**src/rtl/rstk_pkg.sv**
```systemverilog
// Shared sizing for the return-address stack.
// Assumes DEPTH is at least 2.
package rstk_pkg;
    localparam int unsigned RSTK_PC_W  = 13;
    localparam int unsigned RSTK_DEPTH = 8;
endpackage

```
**src/rtl/rstk_ring.sv**
```systemverilog
// Register file of DEPTH return-address slots, one write port and one read port.
// Assumes wr_idx and rd_idx are always below DEPTH.
module rstk_ring #(
    parameter int unsigned PC_W  = 13,
    parameter int unsigned DEPTH = 8,
    localparam int unsigned IDX_W = $clog2(DEPTH)
) (
    input  logic             clk,
    input  logic             rst_n,
    input  logic             wr_en,
    input  logic [IDX_W-1:0] wr_idx,
    input  logic [PC_W-1:0]  wr_data,
    input  logic [IDX_W-1:0] rd_idx,
    output logic [PC_W-1:0]  rd_data
);
    logic [PC_W-1:0] slots [DEPTH];

    for (genvar s = 0; s < DEPTH; s++) begin : g_slot
        logic [PC_W-1:0] val_q;
        // Each slot loads when the write index selects it.
        always_ff @(posedge clk) begin
            if (!rst_n)
                val_q <= '0;
            else if (wr_en && wr_idx == IDX_W'(s))
                val_q <= wr_data;
        end
        assign slots[s] = val_q;
    end

    // Asynchronous read of the selected slot.
    assign rd_data = slots[rd_idx];
endmodule

```
**src/rtl/rstk_level.sv**
```systemverilog
// Top index and occupancy count of the circular stack.
// A save on a full stack moves the top onward and overwrites the oldest slot.
// A removal on an empty stack does nothing.
// Assumes push and pop are never high together (the top resolves that).
module rstk_level #(
    parameter int unsigned DEPTH = 8,
    localparam int unsigned IDX_W = $clog2(DEPTH),
    localparam int unsigned CNT_W = $clog2(DEPTH + 1)
) (
    input  logic             clk,
    input  logic             rst_n,
    input  logic             push,
    input  logic             pop,
    output logic [IDX_W-1:0] top_idx,
    output logic [IDX_W-1:0] next_idx,
    output logic             full,
    output logic             empty
);
    logic [IDX_W-1:0] top_q;
    logic [IDX_W-1:0] prev_idx;
    logic [CNT_W-1:0] cnt_q;

    // Wrapping neighbours of the current top slot.
    always_comb begin
        next_idx = (top_q == IDX_W'(DEPTH - 1)) ? '0 : top_q + 1'b1;
        prev_idx = (top_q == '0) ? IDX_W'(DEPTH - 1) : top_q - 1'b1;
    end

    assign full    = (cnt_q == CNT_W'(DEPTH));
    assign empty   = (cnt_q == '0);
    assign top_idx = top_q;

    // Move the top index and the occupancy count.
    always_ff @(posedge clk) begin
        if (!rst_n) begin
            top_q <= IDX_W'(DEPTH - 1);
            cnt_q <= '0;
        end else if (pop) begin
            if (!empty) begin
                top_q <= prev_idx;
                cnt_q <= cnt_q - 1'b1;
            end
        end else if (push) begin
            top_q <= next_idx;
            if (!full)
                cnt_q <= cnt_q + 1'b1;
        end
    end


    count_up_chk: assert property (@(posedge clk) disable iff (!rst_n)
        (push && !pop && !full) |=> cnt_q == CNT_W'($past(cnt_q) + 1'b1));

    stay_full_chk: assert property (@(posedge clk) disable iff (!rst_n)
        (push && !pop && full) |=> full);

    empty_pop_chk: assert property (@(posedge clk) disable iff (!rst_n)
        (pop && empty) |=> (empty && $stable(top_q)));
endmodule

```
**src/rtl/rstk_irq_gate.sv**
```systemverilog
// Pending-interrupt flag and grant.
// A grant is given only when a level is free and no return is in progress.
// Assumes the request is a pulse or a level that is sampled on each clock edge.
module rstk_irq_gate (
    input  logic clk,
    input  logic rst_n,
    input  logic irq_req,
    input  logic full,
    input  logic pop,
    output logic ack
);
    logic pend_q;

    assign ack = pend_q && !full && !pop;

    // Latch requests and keep them until they are granted.
    always_ff @(posedge clk) begin
        if (!rst_n)
            pend_q <= 1'b0;
        else
            pend_q <= irq_req || (pend_q && !ack);
    end


    hold_pending_chk: assert property (@(posedge clk) disable iff (!rst_n)
        (pend_q && full && !pop) |=> pend_q);

    grant_clears_chk: assert property (@(posedge clk) disable iff (!rst_n)
        (ack && !irq_req) |=> !pend_q);
endmodule

```
**src/rtl/retaddr_stack.sv**
```systemverilog
// Return-address stack: a ring store, a level tracker and an interrupt gate.
// A call or a grant saves pc_i. A return removes the top entry, and a return wins over a save.
// Assumes a call and a grant in the same cycle refer to the same PC.
module retaddr_stack
    import rstk_pkg::*;
#(
    parameter int unsigned PC_W  = RSTK_PC_W,
    parameter int unsigned DEPTH = RSTK_DEPTH,
    localparam int unsigned IDX_W = $clog2(DEPTH)
) (
    input  logic            clk,
    input  logic            rst_n,
    input  logic            call_i,
    input  logic            ret_i,
    input  logic [PC_W-1:0] pc_i,
    output logic [PC_W-1:0] ret_pc_o,
    input  logic            irq_req_i,
    output logic            irq_ack_o
);
    logic             save;
    logic             full;
    logic             empty;
    logic [IDX_W-1:0] top_idx;
    logic [IDX_W-1:0] next_idx;

    // A save happens on a call or a grant, unless a return is present.
    assign save = (call_i || irq_ack_o) && !ret_i;

    rstk_irq_gate u_gate (
        .clk     (clk),
        .rst_n   (rst_n),
        .irq_req (irq_req_i),
        .full    (full),
        .pop     (ret_i),
        .ack     (irq_ack_o)
    );

    rstk_level #(.DEPTH(DEPTH)) u_level (
        .clk      (clk),
        .rst_n    (rst_n),
        .push     (save),
        .pop      (ret_i),
        .top_idx  (top_idx),
        .next_idx (next_idx),
        .full     (full),
        .empty    (empty)
    );

    rstk_ring #(.PC_W(PC_W), .DEPTH(DEPTH)) u_ring (
        .clk     (clk),
        .rst_n   (rst_n),
        .wr_en   (save),
        .wr_idx  (next_idx),
        .wr_data (pc_i),
        .rd_idx  (top_idx),
        .rd_data (ret_pc_o)
    );


    saved_on_top_chk: assert property (@(posedge clk) disable iff (!rst_n)
        save |=> ret_pc_o == $past(pc_i));

    ret_wins_chk: assert property (@(posedge clk) disable iff (!rst_n)
        (ret_i && call_i && !empty) |=> !full);
endmodule

```
**config.mk**
```make
export PLATFORM = sky130hd
export DESIGN_NAME = retaddr_stack
export DESIGN_NICKNAME = d
export VERILOG_FILES = /design/src/rtl/rstk_pkg.sv /design/src/rtl/rstk_ring.sv /design/src/rtl/rstk_level.sv /design/src/rtl/rstk_irq_gate.sv /design/src/rtl/retaddr_stack.sv
export SDC_FILE = /design/constraint.sdc
export NUM_CORES = 1
export LEC_CHECK = 0
export BUFFER_PORTS_ARGS = -buffer_cell sky130_fd_sc_hd__buf_2
export CAP_MARGIN = 15
export CORE_MARGIN = 4
export CORE_UTILIZATION = 55
export DETAILED_ROUTE_END_ITERATION = 8
export HOLD_SLACK_MARGIN = 0.15
export MAX_ROUTING_LAYER = met4
export PLACE_DENSITY = 0.73
export SYNTH_ARGS = -nofsm -noshare
export SYNTH_HDL_FRONTEND = slang
export SYNTH_SLANG_ARGS = --single-unit
```
**constraint.sdc**
```tcl
create_clock -name clk -period 3.3 [get_ports clk]
set_input_delay 0.33 -clock clk [delete_from_list [all_inputs] [get_ports clk]]
set_output_delay 0.33 -clock clk [all_outputs]
set_load 0.005 [all_outputs]
```
; Word level (Yosys, flattened, before mapping)
; Index checks and enable logic that the tools add are counted.
; W data, S select, Z words.
[totals]
wordCells = 63
regBits = 112
[classes]
n_lt_le_gt_ge = 1
n_bitwise = 1
n_reduce_logical = 23
mux = 12
addsub = 4
n_eq_ne = 11
[ops]
columns = cell, count
row1 = $bmux W13 S3, 1
row2 = $mux W13, 2
row3 = $mux W4, 4
row4 = $eq A3 B3 Y1 const B, 5
row5 = $mux W3, 5
row6 = $logic_and A1 B1 Y1, 12
row7 = $eq A3 B2 Y1 const B, 2
row8 = $logic_not A3 Y1, 2
row9 = $add A4 B1 Y4 const B, 1
row10 = $eq A4 B4 Y1 const B, 1
row11 = $ge A4 B4 Y1 const B, 1
row12 = $logic_not A4 Y1, 1
row13 = $ne A2 B2 Y1 const B, 2
row14 = $not A3 Y4, 1
row15 = $sub A4 B1 Y4 const B, 1
row16 = $add A3 B1 Y3 const B, 1
row17 = $eq A3 B1 Y1 const B, 1
row18 = $logic_not A1 Y1, 3
row19 = $reduce_and A3 Y1, 1
row20 = $sub A3 B1 Y3 const B, 1
row21 = $logic_or A1 B1 Y1, 2
row22 = $reduce_and A2 Y1, 1
row23 = $reduce_bool A2 Y1, 1

; Depth between registers and ports, before layout
; Gate-level depths: netlist of the first run.
[depth]
ltp_word = 8
ltp_mapped = 11
mapped_depth_nobuf = 6

; Hierarchy
; A second synthesis of the first run with hierarchy kept.
[unflattened]
hier_cells = 590
area_unflattened_um2 = 5462.7
[by_module_without_submodules]
columns = module, n_inst, area_each_um2, seq_area_each_um2, cells_each
row1 = rstk_ring, 1, 4893.4, 2082.0, 522
row2 = rstk_level, 1, 506.7, 140.1, 62
row3 = rstk_irq_gate, 1, 52.6, 20.0, 5
row4 = retaddr_stack, 1, 10.0, 0.0, 1

; Least setup slack after synthesis of the first run
; No wires, ideal clock.
[synth_path]
path_kind = register to register
startpoint = register u_level.top_q[1], in the netlist u_level.top_idx[1]
endpoint = register u_ring.g_slot[2].val_q[10]
slack_ns = 0.566
stages_incl_launch_ff = 10
t_arrival_ns = 2.661
setup_ns = 0.073
path_cell_list = dfxtp_1 -> buf_2 -> buf_2 -> clkbuf_1 -> inv_1 -> ha_1 -> nand2b_1 -> nor4_2 -> buf_2 -> mux2i_1
[synth_between]
elab_chain_cells = 4
elab_cells_between_ends = 5
classes_between = add/sub: 1 / eq/ne: 2 / mux: 1 / reduce/logical: 1
[synth_lines]
columns = element, line_no
row1 = "start, declared", rstk_level.sv:19  ; logic [IDX_W-1:0] top_q;
row2 = "start signal, assigned", rstk_level.sv:36  ; top_q <= IDX_W'(DEPTH - 1);
row3 = "start signal, assigned", rstk_level.sv:40  ; top_q <= prev_idx;
row4 = "start signal, assigned", rstk_level.sv:44  ; top_q <= next_idx;
row5 = $add A3 B1 Y3 or $eq A3 B3 Y1 (tied branches), rstk_level.sv:25  ; next_idx = (top_q == IDX_W'(DEPTH - 1)) ? '0 : top_q + 1'b1;
row6 = $mux W3 *, rstk_level.sv:25
row7 = $eq A3 B2 Y1 *, rstk_ring.sv:24  ; else if (wr_en && wr_idx == IDX_W'(s))
row8 = $logic_and A1 B1 Y1 *, rstk_ring.sv:24
row9 = "end signal, assigned", rstk_ring.sv:25  ; val_q <= wr_data;
row10 = "end, declared", rstk_ring.sv:19  ; logic [PC_W-1:0] val_q;
; Every way passes the cells marked *; elsewhere a longest branch is shown, timed or not.
; A chain may end at the register's enable or synchronous reset.

; Worst setup path after layout of the first run
[layout_path]
startpoint = register u_level.top_q[1], in the netlist u_level.top_idx[1]
endpoint = register u_ring.g_slot[6].val_q[10]
[layout_between]
elab_chain_cells = 4
elab_cells_between_ends = 5
classes_between = add/sub: 1 / eq/ne: 2 / mux: 1 / reduce/logical: 1
[layout_lines]
columns = element, line_no
row1 = $add A3 B1 Y3 or $eq A3 B3 Y1 (tied branches), rstk_level.sv:25
row2 = $mux W3 *, rstk_level.sv:25
row3 = $eq A3 B3 Y1 *, rstk_ring.sv:24
row4 = $logic_and A1 B1 Y1 *, rstk_ring.sv:24
row5 = "end signal, assigned", rstk_ring.sv:25
row6 = "end, declared", rstk_ring.sv:19
; Marks and branches as above.

==> impl_metrics.csv, run 1 <==
group,metric,value,unit
run_status,status,"completed",
sta,slew_viol_final,0,
power_and_ir_drop,peakVddDrop,0.368,mV
worst_setup_path,path_cells,"buf_4 > ha_1 > ha_1 > nor2b_1 > nand4_1 > buf_4 > mux2i_1",
synthesis,seq_area_frac_synth,0.435,
sta,min_period,2.41,ns
worst_setup_path,start_kind,"flop",
detailed_routing,via_count,3618,
synthesis,synth_ff_type,"dfxtp_1",
synthesis,ys.warnings.count,0,
synthesis,syn_inst,482,
sta,finalSetupViolations,0,
worst_setup_path,crit_type,"flop to flop",
placement,dpl.cell_count,609,
power_and_ir_drop,leakagePower,2.36,nW
cells_and_area,multi_input_area,2770,um^2
worst_setup_path,required,3.53,ns
sta,final_hold_viol_count,0,
cts,postCtsResizedCells,0,
detailed_routing,routed_wl,11100,um
power_and_ir_drop,finalPower,0.00334,W
min_path,hold_class,"input pin to flop",
worst_setup_path,max_stage_delay,0.51,ns
worst_setup_path,end_kind,"flop",
sta,fin_ws,0.892,ns
cts,root_buffer,"clkbuf_8",
synthesis,synth_common_cells,"121 x nand2_1, 112 x dfxtp_1, 104 x mux2i_1",
power_and_ir_drop,powerDensity,590,nW/um^2
worst_setup_path,path_delay_family,"simple AND/OR/NAND/NOR gates",
synthesis,syn-num-nets,507,
cells_and_area,stdcell_count,625,
worst_setup_path,path_max_fanout,10,
cts,htreeDepth,3,
synthesis,synth-async-reset-ratio,0,
worst_setup_path,worstPathArrival,2.64,ns
synthesis,syn-mean-instance-area,10.7,um^2
detailed_routing,antenna_left,0,
grt,antenna_found_initial,0,
cells_and_area,final_area,5660,um^2
detailed_routing,viasPerCell,5.79,
synthesis,synth_top_area_share,0.435,
synthesis,synth.most_common_cell,"nand2_1",
detailed_routing,drtPass1Iterations,4,
cts,post-cts-setup-buffers,0,
cts,cts.reportedPaths.clkPinSlew,0.10,ns
synthesis,synth_top_area_cell,"dfxtp_1",
synthesis,ys_top_cells_by_area,"dfxtp_1 43%, mux2i_1 20%, mux4_2 12%, nand2_1 8.8%, mux2_2 2.8%",
cells_and_area,ff_latch_area,2240,um^2
worst_setup_path,cp.buffers_inverters,2,
grt,grt_max_degree,55,
sta,rsz0062_at_grt,"no",
floorplan,core,9200,um^2
grt,grt_pass1_vias,3661,
placement,place_congestion,0.800,
cts,cts_tree,"yes",
worst_setup_path,cpMaxStageDelayCell,"nand4_1",
cells_and_area,num_antenna_cells,0,
cells_and_area,drive_above_1_share,0.218,
job,maxCapViolCount,0,
cells_and_area,final_nets,534,
synthesis,ys_ff_latch,112,
grt,grt.total_usage,0.216,
cells_and_area,syn_to_final_growth,9.70,%
floorplan,start_util,0.561,
sta,tns,0,ns
cts,hold_buffers,0,
detailed_routing,drt_iter0_drc,162,
sta,post-route-period-util,0.730,
cts,cts_buffer_depth,2,
sta,fmax,415,MHz
synthesis,syn_area,5160,um^2
floorplan,die_h,105,um
cts,clk-insertion-delay-late,0.36,ns
cts,cts_made_buffers,9,
floorplan,dieWidth,105,um
floorplan,die-area,11000,um^2
floorplan,io-pin-count,32,
cts,cts_num_sinks,112,
sta,slew_headroom,0.609,
placement,place_ws,0.879,ns
floorplan,rows,35,
placement,hpwl,7350,um
sta,clock_skew,0.0103,ns
sta,worstMarginPinSlew,0.585,ns
placement,port_buffers,31,
cells_and_area,fill_cells,785,
synthesis,synth-edff-count,0,
detailed_routing,wl_per_cell,17.7,um
synthesis,yosysUniqueCellTypes,44,
grt,overflow,0,
grt,grt_pass1_wl,18600,um
detailed_routing,drc,0,
placement,placed_cell_area,5490,um^2
final cells by class:
| cell class | count | share of cell area |
|---|---|---|
| Clock buffer | 12 | 0.0256 |
| Clock inverter | 4 | 0.00486 |
| Inverter | 6 | 0.00398 |
| Multi-Input combinational cell | 330 | 0.489 |
| Sequential cell | 112 | 0.396 |
| Tap cell | 111 | 0.0245 |
| Timing Repair Buffer | 50 | 0.0553 |
cell families after synthesis:
group,after synthesis,synth area share
AND/OR/NAND/NOR,155,0.132
multiplexers,144,0.348
flip-flops,112,0.435
buffers and inverters,40,0.0349
AO/OA/AOI/OAI,23,0.0303
adder cells (fa/ha/maj),7,0.0184
XOR/XNOR,1,0.00170
per-stage QoR:
stage / utilization / hold slack [ns]
6_report: 0.616 / 0.175
5_1_grt: 0.616 / 0.155
4_1_cts: 0.616 / 0.166
3_5_place_dp: 0.597 / 0.445
3_3_place_gp: 0.597 / 0.439
2_1_floorplan: - / 0.432
metal layers:
layer  track usage  wire length [um]
met5             -                 0
met4        0.0497               119
met3        0.0531               493
met2         0.346              5490
met1         0.280              4950
path summary, 6_finish.rpt:
path,cells past startpoint,from,slack (ns),end
hold / removal,2,irq_req_i,0.18,u_gate.pend_q
setup reg to reg,7,u_level.top_idx[1],0.89,u_ring.g_slot[6].val_q[10]
setup / recovery,7,u_level.top_idx[1],0.89,u_ring.g_slot[6].val_q[10]
hold reg to reg,2,u_ring.g_slot[1].val_q[2],0.46,u_ring.g_slot[1].val_q[2]
state kept, by name, summed over array words and instances (netlist names):
signal               count
u_ring.g_slot.val_q    104
u_level.cnt_q            4
u_level.top_idx          3
u_gate.pend_q            1
where the power goes:
group	switching [W]	leakage [nW]	internal, W	total (W)
clock network	0.000451	0.0907	0.000299	0.000750
registers	0.0000870	0.906	0.00148	0.00157
logic	0.000551	1.36	0.000473	0.00102
total	0.00109	2.36	0.00225	0.00334
cell usage in the layout (no fill, tap or decap), drive strengths merged:
master / instances
a21boi: 3
and2: 1
clkinv: 3
o21a: 2
nand2: 121
fa: 1
o211ai: 1
nor3b: 2
nor4: 3
nor4bb: 1
ha: 6
clkbuf: 12
and3: 1
a21oi: 4
a211oi: 1
mux2i: 104
nand4: 2
a211o: 1
nor3: 6
nor4b: 1
dfxtp: 112
mux4: 27
nand3: 5
xnor2: 1
nand2b: 2
or4b: 1
a21o: 2
nor2b: 3
a22oi: 1
buf: 50
o311ai: 1
o31ai: 1
nor2: 4
inv: 7
or3: 2
a31oi: 1
mux2: 13
o21ai: 5
No activity file was read; power rests on OpenSTA's default activity.
==> inputs of run 2 (changes only) <==
clock period = 2.4 ns   (was 3.3 ns; I/O delays follow)
==> run 2 against run 1 <==
  * Worst hold slack improved by 0.14 ns
  * Wire length up 3.3%
  * Clock power grew 39%
  * Critical path depth fell by 3
  * Via count increased by 1.2%
  * Setup slack worse by 0.82 ns
  * Highest routed layer unchanged
  * Sequential power increased by 38%
  * Die area is the same
  * Count of clock-buffer cells in the layout shrank 2
  * Critical path type is now flop to output pin
  * Global-route usage rose by 0.16 points
==> impl_metrics.csv, run 2 (synthesis gave the netlist of run 1 again) <==
group,metric,value,unit
cells_and_area,final_core_util,0.630,
worst_setup_path,required,2.16,ns
grt,grt_max_degree,63,
detailed_routing,wl_met2,5690,um
cells_and_area,final_nets,547,
sta,slew_viol_final,0,
cts,cts.reportedPaths.clkPinSlew,0.10,ns
job,maxCapViolCount,0,
cts,cts_num_sinks,112,
detailed_routing,drtPass1Iterations,4,
min_path,hold-path-endpoint,"u_ring.g_slot[7].val_q[11]",
power_and_ir_drop,netSwitchingPower,0.00154,W
cts,clk-insertion-delay-late,0.36,ns
detailed_routing,top_layer,"met4",
sta,min_period,2.33,ns
cells_and_area,top_register,"u_ring.g_slot.val_q",
sta,final_hold_viol_count,0,
worst_setup_path,path_cells,"clkbuf_8 > mux4_2 > mux2_2 > buf_2",
power_and_ir_drop,power_frac_comb,0.317,
power_and_ir_drop,powerDensity,810,nW/um^2
detailed_routing,dr_wl_met3,408,um
grt,grt.total_usage,0.218,
floorplan,die-area,11000,um^2
grt,grt_pass1_wl,18800,um
placement,place_congestion,0.789,
floorplan,core,9200,um^2
worst_setup_path,path_max_fanout,30,
worst_setup_path,worstPathArrival,2.09,ns
sta,clock_skew,0.00844,ns
floorplan,die_h,105,um
worst_setup_path,regToRegStartpoint,"u_level.top_idx[0]",
worst_setup_path,max_stage_delay,0.57,ns
sta,rsz0062_at_grt,"no",
sta,fin_ws,0.0671,ns
detailed_routing,drt_iter0_drc,149,
sta,tns,0,ns
sta,finalSetupViolations,0,
detailed_routing,viasPerCell,5.75,
detailed_routing,antenna_left,0,
worst_setup_path,ff2ff_path_depth,7,
cts,cts_tree,"yes",
detailed_routing,via_count,3660,
grt,antenna_found_initial,0,
placement,port_buffers,31,
cells_and_area,layout_common_cells,"121 x nand2_1, 111 x dfxtp_1, 104 x mux2i_1",
cells_and_area,num_antenna_cells,0,
power_and_ir_drop,peakVddDrop,0.398,mV
sta,worstMarginPinSlew,0.640,ns
worst_setup_path,cp.buffers_inverters,2,
detailed_routing,wl_per_cell,17.9,um
run_status,status,"completed",
cts,cts_made_buffers,9,
floorplan,io-pin-count,32,
placement,placed_cell_area,5530,um^2
power_and_ir_drop,p_sw_frac,0.329,
cells_and_area,syn_to_final_growth,12.3,%
power_and_ir_drop,p_seq_frac,0.461,
min_path,hold_class,"input pin to flop",
worst_setup_path,r2r-end,"u_ring.g_slot[6].val_q[1]",
floorplan,dieWidth,105,um
cts,htreeDepth,3,
cts,cts_buffer_depth,2,
cells_and_area,fill_cells,735,
cts,root_buffer,"clkbuf_8",
power_and_ir_drop,leakagePower,2.43,nW
grt,overflow,0,
min_path,hold_path_depth,3,
min_path,hp-start,"pc_i[11]",
cells_and_area,drive_above_1_share,0.238,
cells_and_area,final_area,5790,um^2
detailed_routing,drc,0,
detailed_routing,routed_wl,11400,um
sta,fmax,429,MHz
worst_setup_path,start_kind,"flop",
sta,post-route-period-util,0.972,
cells_and_area,layout_commonest_cell,"nand2_1",
floorplan,start_util,0.561,
worst_setup_path,crit_type,"flop to output pin",
sta,slew_headroom,0.573,
power_and_ir_drop,power.internal,0.00315,W
cells_and_area,largest_reg_flops,104,
detailed_routing,met1_length,5230,um
worst_setup_path,path_delay_family,"multiplexers",
power_and_ir_drop,pwr-share-clk,0.222,
worst_setup_path,cpMaxStageDelayCell,"mux4_2",
worst_setup_path,end_kind,"output pin",
worst_setup_path,rrSetupSlack,0.35,ns
floorplan,rows,35,
placement,place_ws,0.0374,ns
grt,grt_pass1_vias,3664,
placement,hpwl,7690,um
## run 2: cell types whose count changed in the layout (fill, tap and decap cells not counted), sizes merged
| cell | change |
|---|---|
| buf | +11 |
| clkinv | +1 |
| dlygate4sd3 | +1 |
| clkbuf | -1 |
## run 2: worst max path at each step
stage	startpoint	slack (ns)	cells past startpoint	end
floorplan	u_level.top_idx[1]	0.07	9	u_ring.g_slot[1].val_q[10]
global placement	u_level.top_idx[0]	0.16	6	u_ring.g_slot[3].val_q[7]
detailed placement	u_level.top_idx[1]	0.04	7	u_ring.g_slot[3].val_q[12]
CTS	u_level.top_idx[1]	0.02	7	u_ring.g_slot[3].val_q[12]
global route	u_level.top_idx[0]	0.001	4	ret_pc_o[3]
finish	u_level.top_idx[0]	0.07	4	ret_pc_o[4]
## run 2: tightest hold or removal path: stages
cell and delay [ns]:
buf_2 0.07, nand2_1 0.16, mux2i_1 0.17
## run 2: power by group through the flow
| stage | Combinational (W) | Clock [W] | Sequential [W] |
|---|---|---|---|
| floorplan | 0.00110 | 0 | 0.00216 |
| global placement | 0.00141 | 0 | 0.00219 |
| CTS | 0.00147 | 0.00107 | 0.00216 |
| detailed placement | 0.00146 | 0 | 0.00220 |
| global route | 0.00162 | 0.00114 | 0.00218 |
| finish | 0.00149 | 0.00104 | 0.00216 |
## run 2: what timing repair did
action                                 in CTS  in global routing
setup buffers                               0                  6
pin swaps                                   0                  2
endpoints found under the hold margin       1                  0
cloned                                      0                  0
resized for setup                           1                  1
setup endpoints to repair                  13                 18
hold buffers                                1                  0
## run 2: final cells by class
cell class	instances	area (um^2)	area share
Multi-Input combinational cell	330	2780	0.479
Sequential cell	112	2240	0.387
Timing Repair Buffer	63	432	0.0745
Tap cell	111	139	0.0240
Clock buffer	10	138	0.0238
Clock inverter	5	42.5	0.00734
Inverter	6	22.5	0.00389
## run 2: metal layers
metal,up-vias,global-route usage
met4,0,0.0487
met3,8,0.0383
li1,1775,-
met1,1803,0.283
met2,74,0.359
met5,-,-
## run 2: per-stage QoR
| step | instances | hold WS [ns] | total power, W |
|---|---|---|---|
| floorplan | 482 | 0.364 | 0.00326 |
| global placement | 615 | 0.439 | 0.00360 |
| detailed placement | 615 | 0.444 | 0.00366 |
| CTS | 631 | 0.300 | 0.00470 |
| global route | 637 | 0.341 | 0.00494 |
| finish | 637 | 0.319 | 0.00469 |
